<file path="src/rtl/mem_access_unit.sv">
module mem_access_unit #(
  parameter int ADDR_W = 6,
  parameter int N_REQ  = 4,
  parameter int CNT_W  = 16,
  localparam int ID_W  = (N_REQ > 1) ? $clog2(N_REQ) : 1
) (
  input  logic                   clk,
  input  logic                   rst_n,
  input  logic                   req_valid,
  input  logic [2:0]             req_cmd,
  input  logic [ADDR_W-1:0]      req_addr,
  input  logic [1:0]             req_size,
  input  logic [63:0]            req_wdata,
  input  logic [63:0]            req_cmp,
  input  logic                   req_cond,
  input  logic                   req_ifetch,
  input  logic [ID_W-1:0]        req_id,
  input  logic                   flag_cache_resp,
  input  logic                   flag_needs_resp,
  input  logic                   store_ok,
  output logic                   rsp_valid,
  output logic [63:0]            rsp_data,
  output logic                   err_cmd,
  output logic                   err_size,
  output logic [N_REQ*CNT_W-1:0] rd_ops_o,
  output logic [N_REQ*CNT_W-1:0] wr_ops_o,
  output logic [N_REQ*CNT_W-1:0] oth_ops_o,
  output logic [N_REQ*CNT_W-1:0] rd_bytes_o,
  output logic [N_REQ*CNT_W-1:0] wr_bytes_o,
  output logic [N_REQ*CNT_W-1:0] if_bytes_o
);
  localparam int WA_W  = ADDR_W - 3;
  localparam int WORDS = 1 << WA_W;

  logic [63:0] mem [WORDS];

  logic [2:0]  off;
  logic [7:0]  lanes;
  logic [63:0] szmask;

  always_comb begin
    case (req_size)
      2'd0:    begin off = req_addr[2:0];         lanes = 8'h01; szmask = 64'h0000_0000_0000_00ff; end
      2'd1:    begin off = {req_addr[2:1], 1'b0}; lanes = 8'h03; szmask = 64'h0000_0000_0000_ffff; end
      2'd2:    begin off = {req_addr[2], 2'b00};  lanes = 8'h0f; szmask = 64'h0000_0000_ffff_ffff; end
      default: begin off = 3'd0;                  lanes = 8'hff; szmask = '1; end
    endcase
  end

  wire [WA_W-1:0]  widx   = req_addr[ADDR_W-1:3];
  wire [63:0]      word   = mem[widx];
  wire [63:0]      rd_val = (word >> {off, 3'b000}) & szmask;
  wire [7:0]       be     = lanes << off;
  wire [63:0]      wlane  = (req_wdata & szmask) << {off, 3'b000};
  wire             cmp_eq = (req_size == 2'd3) ? (req_cmp == rd_val)
                                               : (req_cmp[31:0] == rd_val[31:0]);
  wire [CNT_W-1:0] nbytes = CNT_W'(4'd1 << req_size);

  wire live     = req_valid && !flag_cache_resp;
  wire is_rd    = live && req_cmd == 3'd0;
  wire is_wr    = live && req_cmd == 3'd1;
  wire is_sw    = live && req_cmd == 3'd2;
  wire is_mt    = live && req_cmd == 3'd5;
  wire is_bad   = live && req_cmd[2:1] == 2'b11;
  wire cond_bad = is_sw && req_cond && !req_size[1];
  wire sw_do    = is_sw && !cond_bad;
  wire wr_do    = is_wr && store_ok;
  wire do_write = wr_do || (sw_do && (!req_cond || cmp_eq));
  wire respond  = (is_rd || is_wr || sw_do || is_mt) && flag_needs_resp;

  logic [63:0] merged;
  for (genvar b = 0; b < 8; b++) begin : g_lane
    assign merged[8*b +: 8] = be[b] ? wlane[8*b +: 8] : word[8*b +: 8];
  end

  always_ff @(posedge clk or negedge rst_n) begin
    if (!rst_n) begin
      for (int w = 0; w < WORDS; w++) mem[w] <= '0;
    end else if (do_write) begin
      mem[widx] <= merged;
    end
  end

  always_ff @(posedge clk or negedge rst_n) begin
    if (!rst_n) begin
      rsp_valid <= 1'b0;
      rsp_data  <= '0;
      err_cmd   <= 1'b0;
      err_size  <= 1'b0;
    end else begin
      rsp_valid <= respond;
      rsp_data  <= (respond && (is_rd || sw_do)) ? rd_val : 64'd0;
      if (is_bad)   err_cmd  <= 1'b1;
      if (cond_bad) err_size <= 1'b1;
    end
  end

  for (genvar g = 0; g < N_REQ; g++) begin : g_req
    logic [CNT_W-1:0] c_rd, c_wr, c_ot, b_rd, b_wr, b_if;
    wire hit = (req_id == ID_W'(g));

    always_ff @(posedge clk or negedge rst_n) begin
      if (!rst_n) begin
        c_rd <= '0; c_wr <= '0; c_ot <= '0;
        b_rd <= '0; b_wr <= '0; b_if <= '0;
      end else if (hit) begin
        if (is_rd) begin
          c_rd <= c_rd + 1'b1;
          b_rd <= b_rd + nbytes;
          if (req_ifetch) b_if <= b_if + nbytes;
        end
        if (wr_do) begin
          c_wr <= c_wr + 1'b1;
          b_wr <= b_wr + nbytes;
        end
        if (sw_do) c_ot <= c_ot + 1'b1;
      end
    end

    assign rd_ops_o  [g*CNT_W +: CNT_W] = c_rd;
    assign wr_ops_o  [g*CNT_W +: CNT_W] = c_wr;
    assign oth_ops_o [g*CNT_W +: CNT_W] = c_ot;
    assign rd_bytes_o[g*CNT_W +: CNT_W] = b_rd;
    assign wr_bytes_o[g*CNT_W +: CNT_W] = b_wr;
    assign if_bytes_o[g*CNT_W +: CNT_W] = b_if;
  end
endmodule

</file>
<file path="config.mk">
export PLATFORM = sky130hd
export DESIGN_NAME = mem_access_unit
export DESIGN_NICKNAME = d
export VERILOG_FILES = /design/src/rtl/mem_access_unit.sv
export SDC_FILE = /design/constraint.sdc
export NUM_CORES = 2
export LEC_CHECK = 0
export BUFFER_PORTS_ARGS = -buffer_cell sky130_fd_sc_hd__buf_2
export CAP_MARGIN = 0
export CORE_MARGIN = 5
export CORE_UTILIZATION = 30
export DETAILED_ROUTE_END_ITERATION = 12
export PLACE_DENSITY = 0.47
export SLEW_MARGIN = 0
export SYNTH_ARGS = -nofsm -noshare
export SYNTH_HDL_FRONTEND = slang
export SYNTH_SLANG_ARGS = --single-unit
</file>
<file path="constraint.sdc">
create_clock -name clk -period 3.93 [get_ports clk]
set_input_delay 0.786 -clock clk [delete_from_list [all_inputs] [get_ports clk]]
set_output_delay 0.786 -clock clk [all_outputs]
set_load 0.05 [all_outputs]
</file>
Yosys cells after proc, flatten, opt, wreduce, memory -nomap -nowiden. Cells that the tools add are included.

$add $sub $neg: 24. Magnitude comparators: 2. Equality and inequality tests: 12. Shifts and indexed selects: 4. Multiplexer cells: 19. Bitwise operators: 3. Reductions and logical operators: 43.

Operators with widths (count): bitwise mux 512 bit (1); two-way mux 64 bit (4); adder 16 x 1 -> 16 bit (second input constant) (12); adder 16 bit (12); binary-select mux 64 bit (select 3 bit) (1); demux 64 bit (select 3 bit) (1); case mux 64 bit (3 select lines) (1); bitwise AND 64 bit (2); equality test 64 bit (1); two-way mux 8 bit (8); left shift 64 x 6 -> 64 bit (1); right shift 64 x 6 -> 64 bit (1); equality test 32 bit (1); case mux 8 bit (3 select lines) (1); AND reduction 2 bit (12); left shift 1 x 2 -> 16 bit (first input constant) (1); logical AND 1 bit (14); AND reduction 3 bit (4); equality test 2 bit (second input constant) (5); case mux 3 bit (3 select lines) (1); left shift 8 x 3 -> 8 bit (1); logical OR 1 bit (6); equality test 2 x 1 -> 1 bit (second input constant) (2); >= comparator 4 bit (second input constant) (1); 9 further kinds (13).

Bits in registers: 963. Bits of input ports: 149. Logic and storage cells: 143.

Depth between registers and ports, before layout.
Depth in word-level cells: 12. Mapped depth: 18.

Worst setup path after synthesis. OpenSTA, ideal clock, no wires.

Kind: input to register. From: in req_addr[3]. To: reg mem[259] (netlist bit). Arrival time: 4.625 ns. Required time: 3.805 ns. Setup slack: -0.819 ns. Stages on the path: 16. Path through: buf_4 buf_6 buf_6 mux2i_1 a22o_1 or2_2 xnor2_1 or4b_1 a21oi_1 nor4b_1 a41oi_1 a211oi_4 and4_1 buf_4 buf_6 mux2_2.

Longest elaborated chain between the ends: 11. Elaborated cells on any way between the ends: 19. Those cells by class: order compare (2); eq/ne (2); shift (1); mux (8); bitwise (2); reduce/logical (4).

Ends and longest elaborated chain: start, declared (RTL line 11) `input logic [ADDR_W-1:0] req_addr,`; NOT 3 -> 4 bit (not written as such) (*) (RTL line 51, 80); binary-select mux 64 bit (select 3 bit) (RTL line 51) `wire [63:0] word = mem[widx];`; two-way mux 64 bit (not written as such) (2 in a row) (RTL line 51); right shift 64 x 6 -> 64 bit (RTL line 52) `wire [63:0] rd_val = (word >> {off, 3'b000}) & szmask;`; bitwise AND 64 bit (RTL line 52); equality test 64 bit / equality test 32 bit (equally long branches) (RTL line 55, 56); two-way mux 1 bit (RTL line 55) `wire cmp_eq = (req_size == 2'd3) ? (req_cmp == rd_val)`; logical OR 1 bit (RTL line 68) `wire do_write = wr_do || (sw_do && (!req_cond || cmp_eq));`; logical AND 1 bit (RTL line 68); logical OR 1 bit (RTL line 68); end signal, assigned by index (RTL line 80) `mem[widx] <= merged;`; end, declared (RTL line 35) `logic [63:0] mem [WORDS];`.

Mark *: on every way between the ends. The rest lies on a longest branch, timed or not. The select of a mux whose other input is x is not followed. A chain may end at the register's enable or synchronous reset.

Worst setup path in the final report.
From: in req_addr[0]. To: reg mem[440] (netlist bit).

Longest elaborated chain between the ends: 8. Elaborated cells on any way between the ends: 13. Those cells by class: eq/ne (2); shift (3); mux (4); bitwise (1); reduce/logical (3).

Ends and longest elaborated chain: case mux 3 bit (3 select lines) (*) (RTL line 42) `case (req_size)`; right shift 64 x 6 -> 64 bit (RTL line 52); bitwise AND 64 bit (RTL line 52); equality test 64 bit / equality test 32 bit (equally long branches) (RTL line 55, 56); two-way mux 1 bit (RTL line 55); logical OR 1 bit (RTL line 68); logical AND 1 bit (RTL line 68); logical OR 1 bit (RTL line 68).

Mark *: on every way between the ends. The rest lies on a longest branch, timed or not.

==> flow_summary.json <==
{
  "cts_max_level": 3,
  "clkLatencyLatePin_ps": 770,
  "wl_per_cell_um": 28.7,
  "hold_path_depth": 2,
  "crit_type": "in -> reg",
  "cts_made_buffers": 113,
  "synth.most_common_cell": "dfrtp_1",
  "hpwl_um": 158000,
  "nets": 5471,
  "synth_commonest_cells": "dfrtp_1 (963), nand2_1 (324), mux2_2 (292)",
  "cp.required_ps": 4520,
  "yosysTopAreaCellShare_pct": 50.7,
  "post-route-util_pct": 40.9,
  "synth_nets": 4158,
  "grt_first_pass_wirelength_um": 294000,
  "slew_headroom_pct": 25.7,
  "vias_per_cell": 5.20,
  "setup_viol": 512,
  "coreArea_mm2": 0.158,
  "post-route-period-util_pct": 113,
  "hold_path_startpoint": "req_cmd[2]",
  "final_area_mm2": 0.0646,
  "critPathMaxStageDelay_ps": 540,
  "leakagePower_nw": 33.5,
  "period_minus_slack_ps": 4460,
  "gr-total-overflow": 0,
  "initial_core_util_pct": 30.1,
  "ys_seq_area_share_pct": 50.7,
  "r2r_setup_slack_ps": -420,
  "outcome": "complete, but fails checks",
  "critical_path.cell_chain": "buf_2 > buf_4 > nor3b_4 > buf_4 > buf_4 > buf_4 > nand2_1 > buf_4 > nor3_2 > nor4_4 > buf_4 > mux2i_1 > and4_1 > nand4_1 > or4_4 > o21ai_4 > buf_12 > buf_12 > nand4_4 > buf_6 > buf_12 > mux2_1",
  "cp.arrival_ps": 5050,
  "p_per_area_mw_per_mm2": 379,
  "skew_ps": 61.0,
  "io_buffers": 599,
  "report.final.slew_viol_count": 0,
  "fin_tns_setup_ps": -210170,
  "yosys.area.top_type": "dfrtp_1",
  "die_y_um": 408,
  "reg2reg_depth": 16,
  "synth.area.top_cells": "dfrtp_1 (51%), mux2_2 (6.9%), mux2_1 (5.6%), xnor2_1 (4.7%), mux2i_1 (3.2%)",
  "crit_buf_inv": 11,
  "clk_path_buf_depth": 3,
  "dpl_cell_area_mm2": 0.0582,
  "crit_family": "buffers and inverters",
  "ys.flop_type": "dfrtp_1",
  "netlist-cell-type-count": 97,
  "path_common_cell": "buf_4",
  "netlist_instances": 3937,
  "firstDrtPassIters": 5,
  "num_vias": 38670,
  "async_flop_share_pct": 100,
  "drt_iter0_drc": 3526,
  "grt_pass1_vias": 38345,
  "rsz0062_at_grt": "true",
  "pin_count": 600,
  "netlist_area_mm2": 0.0475,
  "slowest_stage": "or4_4",
  "tightest_slew_ps": 1110,
  "synth-seq-cells": 963,
  "critPathMaxFanout": 13,
  "drc": 0,
  "violations": "setup timing",
  "setup_ws_ps": -526,
  "r2r-end": "mem[440]$_DFFE_PN0P_",
  "globalplace.congestion": 0.981,
  "clockRootBuffer": "clkbuf_16",
  "clk_pin_slew_worst_paths_ps": 60,
  "vdd_drop_max_uv": 300,
  "dieWidth_um": 408,
  "avgSynthCellArea_um2": 12.1,
  "grt_max_degree": 117,
  "drive_gt1_share_pct": 40.9,
  "start_kind": "input port",
  "dieArea_mm2": 0.167,
  "clock_sinks": 963,
  "r2r_start": "mem[50]$_DFFE_PN0P_",
  "endpoint_kind": "flop",
  "worstHoldPathType": "in -> reg",
  "yosysWarnings": 0,
  "syn_to_final_growth_pct": 35.9,
  "antenna_found_initial": 30,
  "max_cap_violations": 0,
  "cts_tree": "done",
  "ant_nets": 0,
  "synth_edf_count": 0,
  "fmax_mhz": 224,
  "grt_usage_pct": 24.3,
  "place_worst_setup_slack_ps": -1540,
  "totalWireLength_um": 213000,
  "rows": 146,
  "hold_viol": 0,
  "hold_end": "err_cmd$_DFFE_PN0P_"
}
-- report_power, final --
group,switching [W],internal (W),leakage [nW],total [W]
clock network,0.00456,0.00625,1.88,0.0108
registers,0.000166,0.0101,13.4,0.0103
logic,0.00211,0.00126,18.2,0.00337
total,0.00684,0.0176,33.5,0.0245
-- worst max-delay path by stage --
| stage | from | endpoint | depth (start not counted) |
|---|---|---|---|
| after global placement | req_addr[3] | mem[269]$_DFFE_PN0P_ | 16 |
| after floorplan | req_addr[3] | mem[259]$_DFFE_PN0P_ | 16 |
| after CTS | mem[50]$_DFFE_PN0P_ | mem[74]$_DFFE_PN0P_ | 15 |
| after global routing | req_addr[3] | mem[395]$_DFFE_PN0P_ | 21 |
| final | req_addr[0] | mem[440]$_DFFE_PN0P_ | 22 |
| after detailed placement | req_addr[3] | mem[302]$_DFFE_PN0P_ | 16 |
-- cell type report --
cell class                 instances  area [um2]
sequential                       963       24100
multi-input combinational       2771       23300
clock buffer                     156        3160
inverter                          26         103
clock inverter                    55         679
timing repair buffer            1375       10600
antenna                           12        30.0
fill                           15244       93400
tap                             2072        2590
-- metal layers --
| layer | vias to the layer above | share of wire, % | GRT usage, % |
|---|---|---|---|
| met1 | 20014 | 43 | 33.3 |
| met4 | 10 | 3.1 | 7.02 |
| met2 | 1504 | 46 | 38.9 |
| met3 | 281 | 7.9 | 5.14 |
| met5 | - | 0.030 | 0 |
| li1 | 16861 | - | - |
-- cells by family (layout without fill, tap and decap cells) --
group	after synthesis	in the layout	share of synthesized area, %
AOI/OAI and AO/OA	466	466	6.80
xor gates and xnor gates	375	375	6.91
adders and majority gates	72	72	2.08
buffers and inverters	203	1612	2.32
DFF	963	963	50.7
muxes	792	792	20.0
other	0	12	0
and+or+nand+nor	1066	1066	11.1
-- cells in the final DEF, fill, tap and decap left out, types with 31 or more instances in the layout --
cell type,netlist,layout
buf_4,18,636
mux2_4,61,211
buf_2,52,595
nand2_1,324,317
a21o_1,31,31
mux2_1,235,125
nand4_1,79,79
xnor2_1,257,257
a21oi_1,105,102
nor3_1,43,37
buf_12,0,75
nor2_1,224,221
xor2_1,118,118
a22oi_1,55,49
ha_1,60,60
dfrtp_1,963,963
mux2_2,292,252
and3_1,78,77
mux4_2,48,48
clkbuf_16,0,125
nand3_1,152,152
o21ai_0,60,57
mux2i_1,152,149
-- registers in the layout, indices dropped and copies added (netlist names) --
| name | count |
|---|---|
| g_req.b_rd | 64 |
| g_req.b_if | 64 |
| g_req.c_wr | 64 |
| rsp_data | 64 |
| err_size | 1 |
| g_req.c_ot | 64 |
| g_req.b_wr | 64 |
| rsp_valid | 1 |
| err_cmd | 1 |
| mem | 512 |
| g_req.c_rd | 64 |
-- worst register-to-register path, stage by stage (launching register included) --
cell and delay [ps]:
dfrtp_1 370, mux4_2 480, mux2_4 330, and3_4 160
a311o_1 290, nor4_2 250, buf_4 160, and4_4 260
nand4_1 100, or4_4 540, o21ai_4 240, buf_12 160
buf_12 110, nand4_4 90, buf_6 160, buf_12 150
mux2_1 380
-- metrics by stage --
| stage | instances | hold WS (ps) | power, W |
|---|---|---|---|
| after CTS | 7392 | 221 | 0.0246 |
| after floorplan | 3937 | 450 | 0.0118 |
| after global placement | 7127 | 442 | 0.0136 |
| after detailed placement | 7127 | 452 | 0.0136 |
| after global routing | 7421 | 257 | 0.0253 |
| final | 7430 | 282 | 0.0245 |
-- timing repair --
item	4_1_cts	5_1_grt
resized for setup	169	152
endpoints found under the hold margin	17	0
pin swaps	17	18
buffers inserted	34	16
hold buffers	1	0
cloned	19	15
setup endpoints to repair	512	512
No activity file was read; power rests on OpenSTA's default activity.
